### config.mk
export PLATFORM = sky130hd
export DESIGN_NAME = rst_cause_regs
export DESIGN_NICKNAME = d
export VERILOG_FILES = /design/src/rtl/rcause_pkg.sv /design/src/rtl/rcause_latch.sv /design/src/rtl/brk_flag.sv /design/src/rtl/rcause_busmux.sv /design/src/rtl/rst_cause_regs.sv
export SDC_FILE = /design/constraint.sdc
export NUM_CORES = 1
export LEC_CHECK = 0
export ABC_AREA = 1
export BUFFER_PORTS_ARGS = -buffer_cell sky130_fd_sc_hd__buf_2
export CAP_MARGIN = 15
export CORE_MARGIN = 3
export CORE_UTILIZATION = 38
export DETAILED_ROUTE_END_ITERATION = 7
export GPL_TIMING_DRIVEN = 0
export PLACE_DENSITY = 0.75
export RECOVER_POWER = 50
export SYNTH_ARGS = -nofsm -noshare
export SYNTH_HDL_FRONTEND = slang
export SYNTH_SLANG_ARGS = --single-unit
### constraint.sdc
create_clock -name clk -period 0.8 [get_ports clk]
set_input_delay 0 -clock clk [delete_from_list [all_inputs] [get_ports clk]]
set_output_delay 0 -clock clk [all_outputs]
set_load 0.05 [all_outputs]
### src/rtl/rcause_pkg.sv
package rcause_pkg;
  localparam int STAT_W     = 8;
  localparam int POS_POR    = 7;
  localparam int POS_PIN    = 6;
  localparam int POS_WDOG   = 5;
  localparam int POS_ILLOP  = 4;
  localparam int POS_ILLADR = 3;
  localparam int POS_LVD    = 1;

  typedef struct packed {
    logic pin;
    logic wdog;
    logic illop;
    logic illadr;
    logic lvd;
  } src_t;
endpackage

### src/rtl/rcause_latch.sv
module rcause_latch
  import rcause_pkg::*;
(
  input  logic              clk,
  input  logic              rst,
  input  src_t              src_i,
  input  logic              rd_clr_i,
  output logic [STAT_W-1:0] flags_o
);
  logic [STAT_W-1:0] flags_q;
  logic [STAT_W-1:0] cause_vec;
  logic              any_cause;

  // priority: pin > watchdog > illegal opcode > illegal address > low-voltage
  always_comb begin
    cause_vec = '0;
    if (src_i.pin)         cause_vec[POS_PIN]    = 1'b1;
    else if (src_i.wdog)   cause_vec[POS_WDOG]   = 1'b1;
    else if (src_i.illop)  cause_vec[POS_ILLOP]  = 1'b1;
    else if (src_i.illadr) cause_vec[POS_ILLADR] = 1'b1;
    else if (src_i.lvd)    cause_vec[POS_LVD]    = 1'b1;
  end

  assign any_cause = |src_i;

  always_ff @(posedge clk) begin
    if (rst) begin
      flags_q <= STAT_W'(1) << POS_POR;
    end else if (any_cause) begin
      flags_q <= cause_vec;
    end else if (rd_clr_i) begin
      flags_q <= '0;
    end
  end

  assign flags_o = flags_q;


  por_value_chk: assert property (@(posedge clk) disable iff (rst)
    $fell(rst) |-> flags_q == 8'h80);

  unimpl_zero_chk: assert property (@(posedge clk) disable iff (rst)
    flags_q[2] == 1'b0 && flags_q[0] == 1'b0);

  one_cause_chk: assert property (@(posedge clk) disable iff (rst)
    any_cause |=> $onehot(flags_q));

  pin_wins_chk: assert property (@(posedge clk) disable iff (rst)
    src_i.pin |=> flags_q == 8'h40);

  read_clears_chk: assert property (@(posedge clk) disable iff (rst)
    (rd_clr_i && !any_cause) |=> flags_q == '0);

  hold_chk: assert property (@(posedge clk) disable iff (rst)
    (!rd_clr_i && !any_cause) |=> $stable(flags_q));
endmodule

### src/rtl/brk_flag.sv
module brk_flag #(
  parameter int W       = 8,
  parameter int BRK_BIT = 1
) (
  input  logic         clk,
  input  logic         rst,
  input  logic         set_i,
  input  logic         wr_i,
  input  logic [W-1:0] wdata_i,
  output logic [W-1:0] reg_o
);
  localparam logic [W-1:0] MASK = W'(1) << BRK_BIT;

  logic [W-1:0] reg_q;
  logic [W-1:0] keep_mask;

  // a write of 0 clears an implemented bit; a write of 1 keeps it
  assign keep_mask = wr_i ? (wdata_i | ~MASK) : '1;

  always_ff @(posedge clk) begin
    if (rst) begin
      reg_q <= '0;
    end else begin
      reg_q <= ((reg_q & keep_mask) | (set_i ? MASK : '0)) & MASK;
    end
  end

  assign reg_o = reg_q;


  brk_set_chk: assert property (@(posedge clk) disable iff (rst)
    set_i |=> reg_q[BRK_BIT]);

  brk_reserved_chk: assert property (@(posedge clk) disable iff (rst)
    (reg_q & ~MASK) == '0);

  brk_clear_chk: assert property (@(posedge clk) disable iff (rst)
    (wr_i && !wdata_i[BRK_BIT] && !set_i) |=> !reg_q[BRK_BIT]);

  brk_hold_chk: assert property (@(posedge clk) disable iff (rst)
    (!wr_i && !set_i) |=> $stable(reg_q));
endmodule

### src/rtl/rcause_busmux.sv
module rcause_busmux #(
  parameter int                ADDR_W    = 4,
  parameter logic [ADDR_W-1:0] BASE_ADDR = '0,
  parameter int                W         = 8
) (
  input  logic              clk,
  input  logic              rst,
  input  logic              sel_i,
  input  logic              wr_i,
  input  logic [ADDR_W-1:0] addr_i,
  input  logic [W-1:0]      brk_reg_i,
  input  logic [W-1:0]      stat_reg_i,
  output logic              stat_rd_o,
  output logic              brk_wr_o,
  output logic [W-1:0]      rdata_o
);
  localparam logic [ADDR_W-1:0] BRK_ADDR  = BASE_ADDR;
  localparam logic [ADDR_W-1:0] STAT_ADDR = ADDR_W'(BASE_ADDR + 1'b1);

  logic         rd_req;
  logic [W-1:0] rdata_q;

  assign rd_req    = sel_i && !wr_i;
  assign stat_rd_o = rd_req && (addr_i == STAT_ADDR);
  assign brk_wr_o  = sel_i && wr_i && (addr_i == BRK_ADDR);

  always_ff @(posedge clk) begin
    if (rst) begin
      rdata_q <= '0;
    end else if (rd_req && addr_i == BRK_ADDR) begin
      rdata_q <= brk_reg_i;
    end else if (stat_rd_o) begin
      rdata_q <= stat_reg_i;
    end else begin
      rdata_q <= '0;
    end
  end

  assign rdata_o = rdata_q;


  idle_rdata_chk: assert property (@(posedge clk) disable iff (rst)
    !rd_req |=> rdata_q == '0);

  stat_read_chk: assert property (@(posedge clk) disable iff (rst)
    stat_rd_o |=> rdata_q == $past(stat_reg_i));
endmodule

### src/rtl/rst_cause_regs.sv
module rst_cause_regs
  import rcause_pkg::*;
#(
  parameter int                ADDR_W    = 4,
  parameter logic [ADDR_W-1:0] BASE_ADDR = '0,
  parameter int                BRK_BIT   = 1
) (
  input  logic              clk,
  input  logic              rst,
  input  logic              pin_rst_i,
  input  logic              wdog_rst_i,
  input  logic              illop_rst_i,
  input  logic              illadr_rst_i,
  input  logic              lvd_rst_i,
  input  logic              brk_exit_i,
  input  logic              bus_sel_i,
  input  logic              bus_wr_i,
  input  logic [ADDR_W-1:0] bus_addr_i,
  input  logic [STAT_W-1:0] bus_wdata_i,
  output logic [STAT_W-1:0] bus_rdata_o
);
  src_t              src;
  logic              stat_rd;
  logic              brk_wr;
  logic [STAT_W-1:0] stat_reg;
  logic [STAT_W-1:0] brk_reg;

  assign src = '{pin: pin_rst_i, wdog: wdog_rst_i, illop: illop_rst_i,
                 illadr: illadr_rst_i, lvd: lvd_rst_i};

  rcause_latch u_latch (
    .clk      (clk),
    .rst      (rst),
    .src_i    (src),
    .rd_clr_i (stat_rd),
    .flags_o  (stat_reg)
  );

  brk_flag #(.W(STAT_W), .BRK_BIT(BRK_BIT)) u_brk (
    .clk     (clk),
    .rst     (rst),
    .set_i   (brk_exit_i),
    .wr_i    (brk_wr),
    .wdata_i (bus_wdata_i),
    .reg_o   (brk_reg)
  );

  rcause_busmux #(.ADDR_W(ADDR_W), .BASE_ADDR(BASE_ADDR), .W(STAT_W)) u_bus (
    .clk        (clk),
    .rst        (rst),
    .sel_i      (bus_sel_i),
    .wr_i       (bus_wr_i),
    .addr_i     (bus_addr_i),
    .brk_reg_i  (brk_reg),
    .stat_reg_i (stat_reg),
    .stat_rd_o  (stat_rd),
    .brk_wr_o   (brk_wr),
    .rdata_o    (bus_rdata_o)
  );


  collide_chk: assert property (@(posedge clk) disable iff (rst)
    (stat_rd && lvd_rst_i && !pin_rst_i && !wdog_rst_i && !illop_rst_i && !illadr_rst_i)
      |=> stat_reg == 8'h02);
endmodule

==> results of run 1 <==
[area by class of cell]
class | instances | area [sq um] | share of cell area [%]
multi-input combinational | 53 | 265 | 33.9
sequential | 13 | 260 | 33.2
buffer | 2 | 15.0 | 1.92
inverter | 14 | 52.6 | 6.71
clock buffer | 4 | 26.3 | 3.35
tap | 15 | 18.8 | 2.40
timing repair buffer | 23 | 145 | 18.5
[per-stage QoR]
step | cells | power (uW) | TNS (ns) | area [sq um]
finish | 124 | 1220 | 0 | 783
global route | 124 | 1280 | 0 | 783
CTS | 123 | 1230 | 0 | 773
detailed placement | 117 | 840 | -0.0243 | 712
global placement | 117 | 835 | 0 | 712
floorplan | 82 | 781 | 0 | 593
[power groups by stage]
stage	clock, uW	sequential, uW	combinational [uW]
CTS	395	667	166
finish	380	667	170
detailed placement	0	682	157
global placement	0	682	153
global route	424	669	192
floorplan	0	684	97.5
[per-layer routing]
metal	GRT usage [%]	up-vias	wire length (um)
met3	3.56	2	62
met4	8.77	0	17
met2	18.4	19	484
met5	0	-	0
met1	14.8	227	472
li1	-	304	-
[flip-flops by register name, summed over array words and instances (netlist names)]
register / cells
u_latch.flags_o: 6
u_bus.rdata_o: 6
u_brk.reg_o: 1
[cells in the final DEF, fill, tap and decap left out]
| cell type | count |
|---|---|
| a21oi_1 | 3 |
| and3b_2 | 1 |
| buf_2 | 14 |
| buf_4 | 8 |
| clkbuf_1 | 1 |
| clkbuf_4 | 3 |
| clkinv_1 | 1 |
| conb_1 | 2 |
| dfxtp_1 | 13 |
| dlygate4sd3_1 | 3 |
| inv_1 | 13 |
| nand2_1 | 10 |
| nand2_2 | 1 |
| nand3_1 | 7 |
| nand3_2 | 2 |
| nand3b_1 | 1 |
| nand4_1 | 1 |
| nor2_1 | 18 |
| nor2_2 | 4 |
| nor2_4 | 2 |
| o21ai_0 | 1 |
[worst register-to-register path, stage by stage (launching register included)]
cell and delay, ns:
dfxtp_1 0.33, nand4_1 0.09, a21oi_1 0.15
[final timing paths]
kind              slack, ns                 end               start  cells past startpoint
setup / recovery       0.04      bus_rdata_o[1]    u_bus.rdata_o[1]                      1
hold / removal        0.009  u_latch.flags_o[1]          wdog_rst_i                      4
hold reg to reg        0.43    u_bus.rdata_o[7]  u_latch.flags_o[7]                      2
setup reg to reg       0.16    u_bus.rdata_o[1]      u_brk.reg_o[1]                      2
[logic make-up after synthesis]
logic type	after synthesis
flip-flops	13
other	1
AO/OA/AOI/OAI	4
AND/OR/NAND/NOR	47
buffers and inverters	16
[repair_timing]
item	4_1_cts	5_1_grt
hold buffers	2	1
setup endpoints to repair	6	0
resized for setup	6	0
endpoints found under the hold margin	2	1
==> flow_summary.json, run 1 <==
{
  "cts_tree": "yes",
  "clock_path_buffers": 2,
  "fin_ws_ns": 0.0387,
  "clockRootBuffer": "clkbuf_4",
  "gp_congestion": 0.758,
  "yosysSeqAreaShare_pct": 44.2,
  "grt_max_degree": 8,
  "cap_viol_max_count": 0,
  "cts_buffers": 3,
  "pre_cts_slack_ns": -0.0183,
  "seqPwrFrac_pct": 54.8,
  "power.density_nw_per_um2": 1550,
  "core.rowCount": 13,
  "vdd_drop_max_v": 0.000853,
  "rsz0062_at_grt": "no",
  "post-route-min-period_ns": 0.761,
  "period_share_pct": 95.2,
  "skew_ns": 0.00623,
  "max_freq_ghz": 1.31,
  "cp_num_buf_inv": 1,
  "nets": 132,
  "combPwrFrac_pct": 14.0,
  "die_area_sq_um": 2060,
  "placement.io_buffers": 20,
  "area_growth_pct": 32.9,
  "clock_latency_ns": 0.26,
  "path_cells": "buf_4",
  "async_flop_share_pct": 0,
  "grt_pass1_vias": 472,
  "drive_above_1_share_pct": 32.1,
  "critPathSlowestCell": "dfxtp_1",
  "synth-simple-area-share_pct": 40.3,
  "synthCells": 81,
  "fillCellCount": 121,
  "dr.first_iter.drc_count": 11,
  "grt_use_total_pct": 12.3,
  "cts_setup_buffers": 0,
  "grt_pass1_wl_um": 1800,
  "status": "completed",
  "die_y_um": 45.4,
  "ys_ff_latch": 13,
  "hold_viol_final": 0,
  "hold_path.class": "primary input to flop",
  "required_ns": 0.80,
  "clockPowerShare_pct": 31.2,
  "antenna_cells": 0,
  "final_core_util_pct": 56.7,
  "setup.worst_path.start_class": "flop",
  "synth_top_area_cell": "dfxtp_1",
  "yosys_warnings": 0,
  "wl_um": 1040,
  "synth.mux.area_fraction_pct": 0,
  "vias": 552,
  "post-dp-hpwl_um": 817,
  "antenna_found_initial": 0,
  "critPathMaxFanout": 1,
  "dieWidth_um": 45.4,
  "ios": 30,
  "core_area_sq_um": 1380,
  "synth-edff-count": 0,
  "setup_viol_count_final": 0,
  "path_delay_family": "flip-flops",
  "synth_fa_ha_area_share_pct": 0,
  "power_switching_share_pct": 24.0,
  "max_stage_delay_ns": 0.31,
  "post_drt_wl_per_cell_um": 8.35,
  "synthTopCellsByCount": "nor2_1, dfxtp_1, inv_1",
  "cts_sinks": 13,
  "vias_per_cell": 4.45,
  "leakagePower_uw": 0.000377,
  "synth.distinct_cells": 17,
  "internal_power_uw": 926,
  "final_antenna_net_count": 0,
  "synth_top_family_by_area": "simple AND/OR/NAND/NOR gates",
  "slew_violations": 0,
  "first_pass_iters": 4,
  "synth.cell_area_sq_um": 589,
  "hold_slack_ns": 0.00898,
  "synth_flop_cell": "dfxtp_1",
  "syn_area_per_cell_sq_um": 7.28,
  "h-tree-depth": 1,
  "worstPathArrival_ns": 0.76,
  "p_switching_uw": 292,
  "synth_top_area_share_pct": 44.2,
  "remaining_drc_errors": 0,
  "gr-total-overflow": 0,
  "synth-xor-area-share_pct": 0,
  "endpoint_kind": "output pin",
  "clkTransAtPathRegs_ns": 0.08,
  "yosysMostFrequentCell": "nor2_1",
  "start_util_pct": 42.6,
  "crit_type": "flop to output pin",
  "netlist_top_cells_area": "dfxtp_1, nor2_1, inv_1, nand2_1, nand3_1",
  "synth_compound_area_share_pct": 3.40
}
(Power assumes the default switching activity.)
==> run 2: changes to the inputs <==
--- a/config.mk
+++ b/config.mk
@@ -14,6 +14,7 @@
 export GPL_TIMING_DRIVEN = 0
 export PLACE_DENSITY = 0.75
 export RECOVER_POWER = 50
+export REMOVE_ABC_BUFFERS = 1
 export SYNTH_ARGS = -nofsm -noshare
 export SYNTH_HDL_FRONTEND = slang
 export SYNTH_SLANG_ARGS = --single-unit
==> run 2 against run 1 <==
  * Global-route usage rose by 0.72 points
  * Sequential cell count did not move
  * Worst setup slack got worse by 0.017 ns
  * Core utilization fell by 2.5 points
  * Via count fell by 0.18%
  * Combinational power fell by 7%
  * Sequential power barely moved
  * Total power rose by 1.2%
  * The flow now finishes with violations (negative hold slack)
  * First-iteration DRC count fell by 45%
  * Count of clock-buffer cells in the layout did not move
  * Critical endpoint unchanged
==> flow_summary.json, run 2 (synthesized netlist as in run 1, its figures left out) <==
{
  "status": "finished, violations left",
  "failed_checks": "negative hold slack",
  "post-dp-hpwl_um": 820,
  "rsz0062_at_grt": "no",
  "cts_setup_buffers": 0,
  "path_cells": "buf_4",
  "cts_sinks": 13,
  "cap_viol_max_count": 0,
  "grt_pass1_wl_um": 1910,
  "wl_um": 1120,
  "grt_use_total_pct": 13.0,
  "hold_path.class": "primary input to flop",
  "nets": 130,
  "cts_buffers": 3,
  "max_stage_delay_ns": 0.31,
  "core.rowCount": 13,
  "clockRootBuffer": "clkbuf_4",
  "vias": 551,
  "leakagePower_uw": 0.000366,
  "antenna_cells": 0,
  "clock_path_buffers": 2,
  "endpoint_kind": "output pin",
  "h-tree-depth": 1,
  "path_delay_family": "flip-flops",
  "drive_above_1_share_pct": 27.1,
  "final_cell_mix": "nor2_1, buf_2, inv_1, dfxtp_1, nand2_1",
  "final_antenna_net_count": 0,
  "setup.worst_path.start_class": "flop",
  "area_growth_pct": 27.0,
  "max_freq_ghz": 1.29,
  "setup_viol_count_final": 0,
  "required_ns": 0.80,
  "cts_tree": "yes",
  "power.density_nw_per_um2": 1650,
  "skew_ns": 0.00849,
  "die_area_sq_um": 2060,
  "critPathMaxFanout": 1,
  "hold_slack_ns": -0.00639,
  "vias_per_cell": 4.52,
  "multi_input_area_sq_um": 245,
  "grt_pass1_vias": 499,
  "critPathSlowestCell": "dfxtp_1",
  "slew_violations": 0,
  "grt_max_degree": 8,
  "period_share_pct": 97.3,
  "clkTransAtPathRegs_ns": 0.08,
  "first_pass_iters": 4,
  "post-route-min-period_ns": 0.778,
  "ff_latch_area_sq_um": 260,
  "stdcell_area_sq_um": 748,
  "die_y_um": 45.4,
  "start_util_pct": 42.6,
  "placed_area_sq_um": 697,
  "crit_type": "flop to output pin",
  "layout_commonest_cell": "nor2_1",
  "antenna_found_initial": 0,
  "reg2regPathDepth": 2,
  "final_core_util_pct": 54.1,
  "vdd_drop_max_v": 0.000668,
  "ios": 30,
  "min_path_cells": 4,
  "post_drt_wl_per_cell_um": 9.16,
  "fin_total_pwr_uw": 1230,
  "remaining_drc_errors": 0,
  "dr.first_iter.drc_count": 6,
  "fillCellCount": 128,
  "dieWidth_um": 45.4,
  "gp_congestion": 0.755,
  "worstPathArrival_ns": 0.78,
  "hold_viol_final": 1,
  "cp.depth": 1,
  "clock_latency_ns": 0.28,
  "cp_num_buf_inv": 1,
  "gr-total-overflow": 0,
  "placement.io_buffers": 20,
  "core_area_sq_um": 1380
}
## run 2: layout make-up
type | count | share of cell area, %
Timing Repair Buffer | 23 | 19.4
Tap cell | 15 | 2.51
Multi-Input combinational cell | 53 | 32.8
Sequential cell | 13 | 34.8
Clock buffer | 4 | 3.51
Inverter | 14 | 7.02
## run 2: timing repair
item / in CTS / in global routing
hold endpoints to repair: 3 / 0
hold buffers: 3 / 0
endpoints found under the setup margin: 6 / 0
resized for setup: 6 / 0
## run 2: final timing paths
path | from | to | slack (ns)
min reg2reg | u_latch.flags_o[7] | u_bus.rdata_o[7] | 0.43
max reg2reg | u_brk.reg_o[1] | u_bus.rdata_o[1] | 0.16
max | u_bus.rdata_o[1] | bus_rdata_o[1] | 0.02
min | wdog_rst_i | u_latch.flags_o[1] | -0.006
## run 2: layer usage
metal  wire length (um)  track usage, %  up-vias
met5                  0               0        -
met4                 31            7.02        0
met3                 58            4.74        5
met2                504            20.6       15
met1                522            15.0      237
li1                   -               -      294
## run 2: worst min-delay path: cells and delay by family
| family | cells | cell delay (ns) |
|---|---|---|
| AO/OA/AOI/OAI | 1 | 0.04 |
| buffers and inverters | 1 | 0.09 |
| AND/OR/NAND/NOR | 2 | 0.11 |
## run 2: through the flow
stage	TNS (ns)	hold WS [ns]	cells	setup slack (ns)
floorplan	0	0.0691	80	0.209
global placement	0	0.195	115	0.00597
detailed placement	-0.0354	0.196	115	-0.0214
CTS	0	0.000243	122	0.0200
global route	0	0.0427	122	0.00236
finish	0	-0.00639	122	0.0219
## run 2: report_power, final
part | internal (uW) | switching (uW) | total, uW
Combinational | 62.6 | 95.0 | 158
Sequential | 662 | 4.63 | 667
Clock | 193 | 214 | 408
==> run 3: changes to the inputs <==
--- a/config.mk
+++ b/config.mk
@@ -9,10 +9,11 @@
 export BUFFER_PORTS_ARGS = -buffer_cell sky130_fd_sc_hd__buf_2
 export CAP_MARGIN = 15
 export CORE_MARGIN = 3
-export CORE_UTILIZATION = 38
+export CORE_UTILIZATION = 45
 export DETAILED_ROUTE_END_ITERATION = 7
 export GPL_TIMING_DRIVEN = 0
-export PLACE_DENSITY = 0.75
+export HOLD_SLACK_MARGIN = 0.1
+export PLACE_DENSITY = 0.83
 export RECOVER_POWER = 50
 export REMOVE_ABC_BUFFERS = 1
 export SYNTH_ARGS = -nofsm -noshare
==> constraint.sdc (replaced) <==
create_clock -name clk -period 1 [get_ports clk]
set_input_delay 0 -clock clk [delete_from_list [all_inputs] [get_ports clk]]
set_output_delay 0 -clock clk [all_outputs]
set_load 0.05 [all_outputs]
==> run 3 against run 2 <==
  * The run now ends clean
  * Worst setup slack improved by 0.0091 ns
  * Clock skew is 0.00092 ns lower
  * Sequential cell count unchanged
  * Total power down 16%
  * Non-clock buffer count rose by 5
  * Critical endpoint is now u_latch.flags_o[6]
  * Largest cell class is now multi-input combinational cells
==> flow_summary.json, run 3 (synthesized netlist as in run 1, its figures left out) <==
{
  "hp-start": "bus_addr_i[3]",
  "final_cell_mix": "dfxtp_1, nor2_1, inv_1, buf_2",
  "critPathSlowestCell": "dlygate4sd3_1",
  "status": "completed",
  "setup.worst_path.start_class": "primary input",
  "min_path_cells": 4,
  "drive_above_1_share_pct": 38.4,
  "ff_latch_area_sq_um": 260,
  "nets": 135,
  "final_core_util_pct": 74.5,
  "clockRootBuffer": "clkbuf_4",
  "vdd_drop_max_v": 0.000763,
  "crit_type": "primary input to flop",
  "dr.first_iter.drc_count": 10,
  "die_y_um": 42.2,
  "critPathMaxFanout": 4,
  "post-route-min-period_ns": 0.969,
  "die_area_sq_um": 1780,
  "grt_pass1_wl_um": 2310,
  "required_ns": 1.17,
  "post_drt_wl_per_cell_um": 12.2,
  "dieWidth_um": 42.2,
  "path_cells": "dlygate4sd3_1, buf_2, inv_2, nand3_4, clkinvlp_4, nand3_2, nand2_1, nor2_1",
  "clock_path_buffers": 2,
  "ios": 30,
  "grt_use_total_pct": 17.2,
  "power.density_nw_per_um2": 1180,
  "cts_sinks": 13,
  "cts_buffers": 3,
  "area_growth_pct": 48.0,
  "leakagePower_uw": 0.000405,
  "max_freq_ghz": 1.03,
  "wl_um": 1540,
  "first_pass_iters": 4,
  "antenna_cells": 0,
  "multi_input_area_sq_um": 318,
  "clkTransAtPathRegs_ns": 0.07,
  "cap_viol_max_count": 0,
  "endpoint_kind": "flop",
  "period_share_pct": 96.9,
  "stdcell_area_sq_um": 872,
  "cts_tree": "yes",
  "crit_start": "lvd_rst_i",
  "core_area_sq_um": 1170,
  "antenna_found_initial": 0,
  "core.rowCount": 12,
  "fin_setup_tns_ns": 0,
  "max_stage_delay_ns": 0.53,
  "reg2regPathDepth": 4,
  "start_util_pct": 50.3,
  "post-dp-hpwl_um": 912,
  "setup_viol_count_final": 0,
  "placed_area_sq_um": 696,
  "placement.io_buffers": 20,
  "clock_latency_ns": 0.28,
  "grt_pass1_vias": 549,
  "grt_max_degree": 8,
  "skew_ns": 0.00758,
  "slew_violations": 0,
  "worstPathArrival_ns": 1.14,
  "remaining_drc_errors": 0,
  "gr-total-overflow": 0,
  "hold_path.class": "primary input to flop",
  "reg2reg_from": "u_latch.flags_o[6]",
  "vias_per_cell": 4.93,
  "vias": 621,
  "final_antenna_net_count": 0,
  "hold_slack_ns": 0.106,
  "fillCellCount": 79,
  "layout_commonest_cell": "dfxtp_1",
  "hold_viol_final": 0,
  "h-tree-depth": 1,
  "gp_congestion": 0.750
}
## run 3: changes by cell type in the layout (fill, tap and decap cells not counted), moves of 3 or more
cell | before | now
clkbuf_2 | 0 | 6
nor2_2 | 3 | 9
buf_2 | 14 | 11
dlygate4sd3_1 | 3 | 8
nor2_4 | 0 | 3
nand3_1 | 7 | 4
buf_4 | 6 | 0
nor2_1 | 21 | 12
## run 3: layout make-up
cell class                 count  area share (%)
multi-input combinational     53            36.4
timing repair buffer          28            22.2
clock buffer                   4            3.01
sequential                    13            29.8
tap                           14            2.01
inverter                      14            6.46
## run 3: worst max-delay path: cells and delay by family
family	cells	cell delay, ns
buffers and inverters	4	0.86
AND/OR/NAND/NOR	4	0.29
## run 3: metrics by stage
stage               total power [uW]  instances  worst slack (ns)
CTS                             1010        129           0.00326
detailed placement               667        114             0.198
finish                          1030        126            0.0310
global placement                 662        114             0.222
floorplan                        619         80             0.409
global route                    1080        126           -0.0117
## run 3: path summary, 6_finish.rpt
path	end	slack, ns
min reg2reg	u_bus.rdata_o[7]	0.44
max reg2reg	u_latch.flags_o[6]	0.34
max	u_latch.flags_o[6]	0.03
min	u_bus.rdata_o[1]	0.11
## run 3: repair_timing
action,CTS,global route
endpoints found under the hold margin,8,1
hold buffers,11,1
gates resized for setup,0,19
endpoints found under the setup margin,0,13
buffers inserted,0,0
## run 3: per-layer routing
metal	vias up	share of wire (%)	GRT usage (%)
met5	-	0	0
met2	32	50	29.8
met1	276	39	18.2
met4	0	3.2	7.45
li1	307	-	-
met3	6	7.0	6.87
## run 3: power by group
group / internal, uW / switching, uW / leakage, uW
Sequential: 530 / 4.52 / 0.000106
Clock: 155 / 171 / 0.0000150
Combinational: 71.9 / 99.1 / 0.000284
Total: 757 / 274 / 0.000405
